$ cat config.mk
export PLATFORM = sky130hd
export DESIGN_NAME = i2c_temp_target
export DESIGN_NICKNAME = d
export VERILOG_FILES = /design/src/rtl/i2c_tr_pkg.sv /design/src/rtl/i2c_line_filter.sv /design/src/rtl/i2c_bus_events.sv /design/src/rtl/i2c_temp_target.sv
export SDC_FILE = /design/constraint.sdc
export NUM_CORES = 1
export LEC_CHECK = 0
export BUFFER_PORTS_ARGS = -buffer_cell sky130_fd_sc_hd__buf_4
export CAP_MARGIN = 20
export CORE_ASPECT_RATIO = 0.75
export CORE_MARGIN = 1.5
export CORE_UTILIZATION = 59
export DETAILED_ROUTE_END_ITERATION = 16
export PLACE_DENSITY = 0.81
export REMOVE_ABC_BUFFERS = 1
export SLEW_MARGIN = 40
export SYNTH_ARGS = -nofsm -noshare
export SYNTH_HDL_FRONTEND = slang
export SYNTH_SLANG_ARGS = --single-unit
$ cat constraint.sdc
create_clock -name clk -period 2.65 [get_ports clk]
set_clock_uncertainty 0.1 [all_clocks]
set_input_delay 0.53 -clock clk [delete_from_list [all_inputs] [get_ports clk]]
set_output_delay 0.53 -clock clk [all_outputs]
set_load 0.01 [all_outputs]
$ cat src/rtl/i2c_tr_pkg.sv
package i2c_tr_pkg;

    localparam int DATA_W = 8;
    localparam int ADDR_W = 7;

    typedef enum logic [2:0] {
        ST_IDLE,
        ST_ADDR,
        ST_ACK,
        ST_SUB,
        ST_WDATA,
        ST_RDATA,
        ST_RACK,
        ST_IGNORE
    } tgt_state_e;

    typedef enum logic [1:0] {
        AK_RD,
        AK_WR,
        AK_SUB,
        AK_DATA
    } ack_kind_e;

    typedef struct packed {
        logic scl_rise;
        logic scl_fall;
        logic start;
        logic stop;
    } bus_ev_t;

    function automatic logic addr_hit(input logic [DATA_W-1:0] b,
                                      input logic [ADDR_W-1:0] a);
        return b[DATA_W-1:1] == a;
    endfunction

endpackage

$ cat src/rtl/i2c_line_filter.sv
module i2c_line_filter #(
    parameter int   FILT_LEN = 3,
    parameter logic IDLE_VAL = 1'b1
) (
    input  logic clk,
    input  logic rst,
    input  logic raw_i,
    output logic sync_o,
    output logic filt_o
);
    localparam int CW = $clog2(FILT_LEN + 1);

    logic          s1, s2;
    logic [CW-1:0] run;

    always_ff @(posedge clk) begin
        if (rst) begin
            s1     <= IDLE_VAL;
            s2     <= IDLE_VAL;
            filt_o <= IDLE_VAL;
            run    <= '0;
        end else begin
            s1 <= raw_i;
            s2 <= s1;
            if (s2 == filt_o) begin
                run <= '0;
            end else if (run == CW'(FILT_LEN - 1)) begin
                filt_o <= s2;
                run    <= '0;
            end else begin
                run <= run + 1'b1;
            end
        end
    end

    assign sync_o = s2;

endmodule

$ cat src/rtl/i2c_bus_events.sv
module i2c_bus_events
    import i2c_tr_pkg::*;
(
    input  logic    clk,
    input  logic    rst,
    input  logic    scl,
    input  logic    sda,
    output bus_ev_t ev
);
    logic scl_q, sda_q;

    always_ff @(posedge clk) begin
        if (rst) begin
            scl_q <= 1'b1;
            sda_q <= 1'b1;
        end else begin
            scl_q <= scl;
            sda_q <= sda;
        end
    end

    always_comb begin
        ev.scl_rise = scl & ~scl_q;
        ev.scl_fall = ~scl & scl_q;
        ev.start    = scl & scl_q & sda_q & ~sda;
        ev.stop     = scl & scl_q & ~sda_q & sda;
    end

endmodule

$ cat src/rtl/i2c_temp_target.sv
module i2c_temp_target
    import i2c_tr_pkg::*;
#(
    parameter logic [ADDR_W-1:0] DEV_ADDR = 7'h48,
    parameter int                FILT_LEN = 3,
    parameter logic [DATA_W-1:0] UNMAPPED = 8'hFF
) (
    input  logic              clk,
    input  logic              rst,
    input  logic              sleep_i,
    input  logic              scl_i,
    input  logic              sda_i,
    input  logic [DATA_W-1:0] temp_i,
    output logic              sda_oe_o
);
    localparam int BW = $clog2(DATA_W + 1);

    logic scl_s, sda_s, scl_f, sda_f;
    bus_ev_t ev;

    for (genvar g = 0; g < 2; g++) begin : g_line
        if (g == 0) begin : g_scl
            i2c_line_filter #(.FILT_LEN(FILT_LEN), .IDLE_VAL(1'b1)) u_filt (
                .clk(clk), .rst(rst), .raw_i(scl_i), .sync_o(scl_s), .filt_o(scl_f));
        end else begin : g_sda
            i2c_line_filter #(.FILT_LEN(FILT_LEN), .IDLE_VAL(1'b1)) u_filt (
                .clk(clk), .rst(rst), .raw_i(sda_i), .sync_o(sda_s), .filt_o(sda_f));
        end
    end

    i2c_bus_events u_ev (.clk(clk), .rst(rst), .scl(scl_f), .sda(sda_f), .ev(ev));

    tgt_state_e        state;
    ack_kind_e         kind;
    logic [BW-1:0]     bits;
    logic [DATA_W-1:0] sh;
    logic [DATA_W-1:0] ptr;
    logic              ptr_vld;
    logic              mack;
    logic [DATA_W-1:0] rd_byte;

    assign rd_byte = (ptr_vld && ptr != '0) ? UNMAPPED : temp_i;

    always_ff @(posedge clk) begin
        if (rst || sleep_i) begin
            state   <= ST_IDLE;
            kind    <= AK_WR;
            bits    <= '0;
            sh      <= '0;
            ptr     <= '0;
            ptr_vld <= 1'b0;
            mack    <= 1'b1;
        end else if (ev.stop) begin
            state   <= ST_IDLE;
            ptr_vld <= 1'b0;
        end else if (ev.start) begin
            state <= ST_ADDR;
            bits  <= '0;
        end else begin
            case (state)
                ST_ADDR, ST_SUB, ST_WDATA: begin
                    if (ev.scl_rise) begin
                        sh   <= {sh[DATA_W-2:0], sda_f};
                        bits <= bits + 1'b1;
                    end else if (ev.scl_fall && bits == BW'(DATA_W)) begin
                        bits <= '0;
                        if (state == ST_ADDR) begin
                            if (addr_hit(sh, DEV_ADDR)) begin
                                state <= ST_ACK;
                                kind  <= sh[0] ? AK_RD : AK_WR;
                            end else begin
                                state <= ST_IGNORE;
                            end
                        end else if (state == ST_SUB) begin
                            state   <= ST_ACK;
                            kind    <= AK_SUB;
                            ptr     <= sh;
                            ptr_vld <= 1'b1;
                        end else begin
                            state <= ST_ACK;
                            kind  <= AK_DATA;
                        end
                    end
                end
                ST_ACK: begin
                    if (ev.scl_fall) begin
                        bits <= '0;
                        case (kind)
                            AK_WR:   state <= ST_SUB;
                            AK_RD: begin
                                state <= ST_RDATA;
                                sh    <= rd_byte;
                            end
                            default: state <= ST_WDATA;
                        endcase
                    end
                end
                ST_RDATA: begin
                    if (ev.scl_fall) begin
                        if (bits == BW'(DATA_W - 1)) begin
                            state <= ST_RACK;
                            bits  <= '0;
                        end else begin
                            sh   <= {sh[DATA_W-2:0], 1'b0};
                            bits <= bits + 1'b1;
                        end
                    end
                end
                ST_RACK: begin
                    if (ev.scl_rise) begin
                        mack <= sda_f;
                    end else if (ev.scl_fall) begin
                        if (!mack) begin
                            state <= ST_RDATA;
                            sh    <= rd_byte;
                            bits  <= '0;
                        end else begin
                            state <= ST_IGNORE;
                        end
                    end
                end
                default: ;
            endcase
        end
    end

    always_comb begin
        case (state)
            ST_ACK:   sda_oe_o = 1'b1;
            ST_RDATA: sda_oe_o = ~sh[DATA_W-1];
            default:  sda_oe_o = 1'b0;
        endcase
    end

endmodule

==> run_results.csv, run 1 <==
group,metric,value,unit
place,place.port_buffers,13,
hold_path,hold_path_class,"flop to flop",
clock_network,post_cts_buffers,0,
routing,avgRoutedWirePerCell,14.6,um
grt,grt_pass1_wl,6560,um
timing,tns,0,ps
worst_setup_path,critical_path_peak_fanout,18,
yosys,synth_warnings,0,
grt,grt_pass1_vias,1341,
timing,max-slew-margin-rel,54.4,%
worst_setup_path,worstSetupEndpointType,"primary output",
worst_setup_path,critPathLaunchType,"flop",
clock_network,clock_latency,300,ps
worst_setup_path,critical_path_arrival,1690,ps
pwr,p_sw,0.233,mW
timing,period_share,87.5,%
floorplan,core.rowCount,18,
clock_network,cts_max_level,2,
yosys,post_synth_and_or_nand_nor_area_fraction,23.2,%
yosys,synth_top_family_by_area,"simple AND/OR/NAND/NOR gates",
pwr,power_frac_seq,57.7,%
routing,dr_total_vias,1659,
clock_network,cts_root_buf,"clkbuf_8",
yosys,synth_mux_area_share,8.27,%
yosys,yosys-top-cells-count,"dfxtp_1 (39), nor2_1 (20), nand2_1 (19)",
timing,report.final.slew_viol_count,0,
finish,final_util,67.1,%
timing,worstMarginPinSlew,677,ps
yosys,synth_area_per_cell,8.95,um2
grt,grt_start_max_net_pins,21,
clock_network,cts_tree,"yes",
timing,max_freq,431,MHz
routing,drc,0,
yosys,synth_area_leaders,"dfxtp_1 (38%), mux2i_1 (8.3%), a21oi_1 (3.6%), nor2_1 (3.6%), nand2_1 (3.5%)",
yosys,ys_seq_area_share,37.9,%
clock_network,ctsResizeCount,0,
yosys,synth_xor_area_share,0.851,%
timing,holdWs,310,ps
finish,drive_gt1_share,17.2,%
pwr,clkPwrFrac,38.7,%
timing,hold_viol_final,0,
yosys,synth_edf_count,0,
routing,final_antenna_net_count,0,
yosys,synth_compound_area_share,21.9,%
clock_network,cts.sinks,39,
yosys,synth_most_common_cell,"dfxtp_1",
timing,min_period,2320,ps
routing,viasPerCell,5.95,
timing,rsz0062_at_grt,"false",
finish,n_fill_cell,266,
finish,diodes,0,
clock_network,cts.clk_slew.worst_paths,80,ps
floorplan,die_h,54.2,um
yosys,netlist_instances,230,
run,maxCapViolations,0,
floorplan,die_w,71.2,um
worst_setup_path,reg2regPathDepth,5,
grt,overflow,0,
worst_setup_path,path_class,"flop to primary output",
yosys,async_reset_ff_share,0,%
timing,setup_viol,0,
floorplan,io_pins,14,
yosys,synth_area,2060,um2
grt,track_usage,22.6,%
timing,worst_slack,330,ps
yosys,synth_area_leader_cell,"dfxtp_1",
yosys,netlist.area_leader.share,37.9,%
yosys,synth.ff_latch_count,39,
yosys,synth_cell_types,51,
finish,syn2layout_area_growth,7.90,%
pwr,internal_power,0.793,mW
pwr,p_leak,0.901,nW
pwr,pwr_density_cell,462,nW/um2
pwr,vdd_drop_max,0.363,mV
routing,drt_iter0_drc,218,
worst_setup_path,critical_path_required,2020,ps
place,routabilityCongestion,0.895,
routing,first_pass_iters,4,
clock_network,cts_made_buffers,5,
yosys,yosys_most_used_dff,"dfxtp_1",
pwr,p_comb_share,3.6,%
hold_path,hold-path-cell-count,1,
place,dpl.hpwl,2890,um
floorplan,start_util,62.2,%
pwr,switching_share,22.7,%
clock_network,cts.hold.buffers_added,0,
place,preCtsSetupSlack,604,ps
floorplan,die-area,3860,um2
grt,grt_antenna_before_repair,0,
outcome,status,"finished, final reports clean",
finish,layout.nets,255,
floorplan,core-area,3310,um2
routing,drt-total-wl,4090,um
clock_network,clock_path_buffers,2,
yosys,synth-adder-area-share,2.43,%
-- flip-flops by register name, summed over array words and instances, names as in the netlist, 2 cells and up --
name,count
ptr,8
g_line.g_scl.u_filt.run,2
bits,4
g_line.g_sda.u_filt.run,2
sh,8
state,3
kind,2
-- cells in the final DEF (no fill, tap or decap), types with 3 or more instances in the layout --
cell type  count
nand2b_1      10
or2_2          7
nand3_1        4
dfxtp_1       39
o221ai_1       7
nand2_1       19
nor2b_1        4
mux2i_1       17
clkbuf_8       5
ha_1           4
nor2_1        20
and2b_2        3
o21ai_0        9
o32ai_1        3
a21oi_1       15
buf_4         15
nand4_1        3
inv_1          7
-- stage by stage --
stage | power [mW] | cells | area (um2)
floorplan | 0.620 | 216 | 1970
global placement | 0.642 | 271 | 2140
detailed placement | 0.642 | 271 | 2140
CTS | 1.03 | 279 | 2220
global route | 1.06 | 279 | 2220
finish | 1.03 | 279 | 2220
-- critical path, cell delays in order, from the launching register on --
cell	delay, ps
dfxtp_1	660
nand2_1	220
o32ai_1	330
buf_4	180
-- power groups by stage --
stage | logic (mW) | registers [mW] | clock network [mW]
detailed placement | 0.0366 | 0.605 | 0
global route | 0.0402 | 0.592 | 0.428
CTS | 0.0367 | 0.592 | 0.407
floorplan | 0.0153 | 0.605 | 0
finish | 0.0368 | 0.592 | 0.397
global placement | 0.0364 | 0.605 | 0
-- area by class of cell --
class,count,area [um2],share of cell area (%)
flip-flops and latches,39,781,35.2
multi-input cells,170,1170,52.5
clock inverters,2,12.5,0.563
repair buffers,15,113,5.07
inverters,7,26.3,1.18
well taps,40,50.0,2.25
clock buffers,6,72.6,3.27
-- cell families after synthesis --
group | count (synthesis)
AOI/OAI and AO/OA | 62
xor gates and xnor gates | 2
adders and majority gates | 4
buffers and inverters | 21
DFF | 39
muxes | 17
and+or+nand+nor | 85
-- final timing paths --
path	startpoint	endpoint	slack (ps)
setup / recovery	state[2]	sda_oe_o	330
hold / removal	g_line[0].g_scl.u_filt.s1	g_line[0].g_scl.u_filt.sync_o	310
setup reg to reg	state[1]	sh[2]	520
hold reg to reg	g_line[0].g_scl.u_filt.s1	g_line[0].g_scl.u_filt.sync_o	310
-- routing by layer --
metal / vias to the layer above / part of all wire [%] / GRT usage [%]
met4: 0 / 0.71 / 8.49
met1: 762 / 54 / 35.0
met2: 44 / 40 / 29.6
li1: 849 / - / -
met3: 4 / 5.2 / 5.06
met5: - / 0 / 0
No activity file was read; power rests on OpenSTA's default activity.
==> inputs of run 2 (changes only) <==
==> constraint.sdc (replaced) <==
create_clock -name clk -period 2.65 [get_ports clk]
set_clock_uncertainty 0.1 [all_clocks]
set_input_delay 0.1325 -clock clk [delete_from_list [all_inputs] [get_ports clk]]
set_output_delay 0.1325 -clock clk [all_outputs]
set_load 0.01 [all_outputs]
==> run 2 against run 1 <==
First-iteration DRC count down 20%. Worst setup slack gained 300 ps. Sequential power barely moved. Count of clock-buffer cells in the layout increased by 1. Final cell count increased by 1.1%. Core utilization rose by 1.4 points. Total power is 4.8% higher. Design area rose by 2.1%. Largest power group unchanged. Register-to-register slack better by 110 ps. Global-route usage is 0.72 points higher. Sequential share of layout area fell by 0.72 points. Via count rose by 5.6%.
==> run_results.csv, run 2 (synthesis gave the netlist of run 1 again) <==
group,metric,value,unit
outcome,status,"finished, final reports clean",
grt,grt_antenna_before_repair,0,
routing,drt_iter0_drc,175,
routing,final_antenna_net_count,0,
worst_setup_path,worstSetupEndpointType,"flop",
floorplan,io_pins,14,
grt,overflow,0,
grt,grt_start_max_net_pins,20,
clock_network,cts.sinks,39,
finish,n_fill_cell,264,
grt,track_usage,23.3,%
pwr,vdd_drop_max,0.346,mV
timing,setup_viol,0,
worst_setup_path,critical_path_required,2720,ps
worst_setup_path,critical_path_peak_fanout,15,
clock_network,cts_max_level,2,
floorplan,start_util,62.2,%
finish,finalNonFillerCells,282,
grt,grt_pass1_vias,1398,
worst_setup_path,critPathLaunchType,"flop",
worst_setup_path,critical_path_arrival,2080,ps
timing,report.final.slew_viol_count,0,
clock_network,cts.hold.buffers_added,2,
pwr,switching_share,21.2,%
finish,diodes,0,
finish,drive_gt1_share,17.8,%
timing,tns,0,ps
routing,avgRoutedWirePerCell,14.8,um
pwr,p_leak,0.924,nW
routing,viasPerCell,6.21,
clock_network,ctsResizeCount,0,
floorplan,die_h,54.2,um
pwr,clkPwrFrac,41.2,%
hold_path,hp-start,"rst",
finish,syn2layout_area_growth,10.2,%
finish,final_common_cell,"dfxtp_1",
routing,drc,0,
pwr,pwr_density_cell,474,nW/um2
routing,first_pass_iters,5,
place,dp.cells,272,
routing,drt-total-wl,4170,um
run,maxCapViolations,0,
finish,final_cell_mix,"dfxtp_1 (39), nor2_1 (20), nand2_1 (19), mux2i_1 (17), buf_4 (16)",
worst_setup_path,path_class,"flop to flop",
clock_network,cts.clk_slew.worst_paths,70,ps
worst_setup_path,r2r_start,"state[1]",
grt,grt_pass1_wl,6870,um
hold_path,hold_path_class,"primary input to flop",
finish,final_util,68.5,%
pwr,internal_power,0.847,mW
clock_network,clock_path_buffers,2,
floorplan,core-area,3310,um2
timing,max_freq,496,MHz
place,dpl.hpwl,2920,um
floorplan,core.rowCount,18,
pwr,power_frac_seq,55.1,%
place,routabilityCongestion,0.886,
place,place.port_buffers,13,
clock_network,cts_made_buffers,5,
worst_setup_path,crit_start,"state[1]",
timing,period_share,76.1,%
pwr,p_comb_share,3.7,%
finish,layout.nets,258,
timing,max-slew-margin-rel,59.9,%
floorplan,die_w,71.2,um
timing,rsz0062_at_grt,"false",
clock_network,cts_root_buf,"clkbuf_8",
timing,worstMarginPinSlew,595,ps
timing,hold_viol_final,0,
worst_setup_path,r2r_slack,630,ps
clock_network,cts_tree,"yes",
pwr,p_sw,0.227,mW
floorplan,die-area,3860,um2
routing,dr_total_vias,1752,
pwr,p_total,1.07,mW
clock_network,clock_latency,290,ps
finish,top_regs,"ptr (8), sh (8), bits (4)",
timing,min_period,2020,ps
clock_network,post_cts_buffers,0,
-- run 2: cell count changes in the layout (fill, tap and decap cells not counted) --
cell	previous run	this run
buf_4	15	16
clkbuf_1	1	0
clkbuf_8	5	7
clkinv_2	1	0
dlygate4sd3_1	0	2
-- run 2: layout make-up --
cell class | count | area (um2) | area share (%)
Tap cell | 40 | 50.0 | 2.21
Timing Repair Buffer | 18 | 140 | 6.18
Sequential cell | 39 | 781 | 34.4
Multi-Input combinational cell | 170 | 1170 | 51.4
Clock buffer | 7 | 96.3 | 4.25
Inverter | 7 | 26.3 | 1.16
Clock inverter | 1 | 7.51 | 0.331
-- run 2: path summary, 6_finish.rpt --
| kind | cells past startpoint | endpoint |
|---|---|---|
| max | 5 | sh[7] |
| min | 2 | g_line[0].g_scl.u_filt.filt_o |
| max reg2reg | 5 | sh[7] |
| min reg2reg | 1 | g_line[0].g_scl.u_filt.sync_o |
-- run 2: worst max-delay path, cell delays in order (launching register included) --
cell	delay [ps]
dfxtp_1	630
and2b_2	410
a21oi_1	90
o221ai_2	230
nand4_4	240
mux2i_1	190
-- run 2: power by group through the flow --
stage | clock, mW | combinational (mW) | sequential [mW]
3_3_place_gp | 0 | 0.0365 | 0.605
6_report | 0.443 | 0.0399 | 0.592
4_1_cts | 0.452 | 0.0395 | 0.592
5_1_grt | 0.479 | 0.0435 | 0.592
2_1_floorplan | 0 | 0.0153 | 0.605
3_5_place_dp | 0 | 0.0372 | 0.605
-- run 2: through the flow --
step / instance area, um2 / setup slack (ps) / hold WS [ps]
final: 2270 / 634 / 20.4
after global routing: 2270 / 482 / 21.4
after CTS: 2270 / 657 / 18.1
after detailed placement: 2140 / 692 / 220
after global placement: 2140 / 732 / 217
after floorplan: 1970 / 846 / 131
-- run 2: metal layers --
metal  track usage [%]  share of wire [%]  vias to the layer above  wire length, um
met5                 0                  0                        -                0
met4              6.60                1.3                        0               56
met3              5.06                6.0                        9              252
met2              32.1                 42                       59             1770
met1              35.8                 50                      825             2090
li1                  -                  -                      859                -
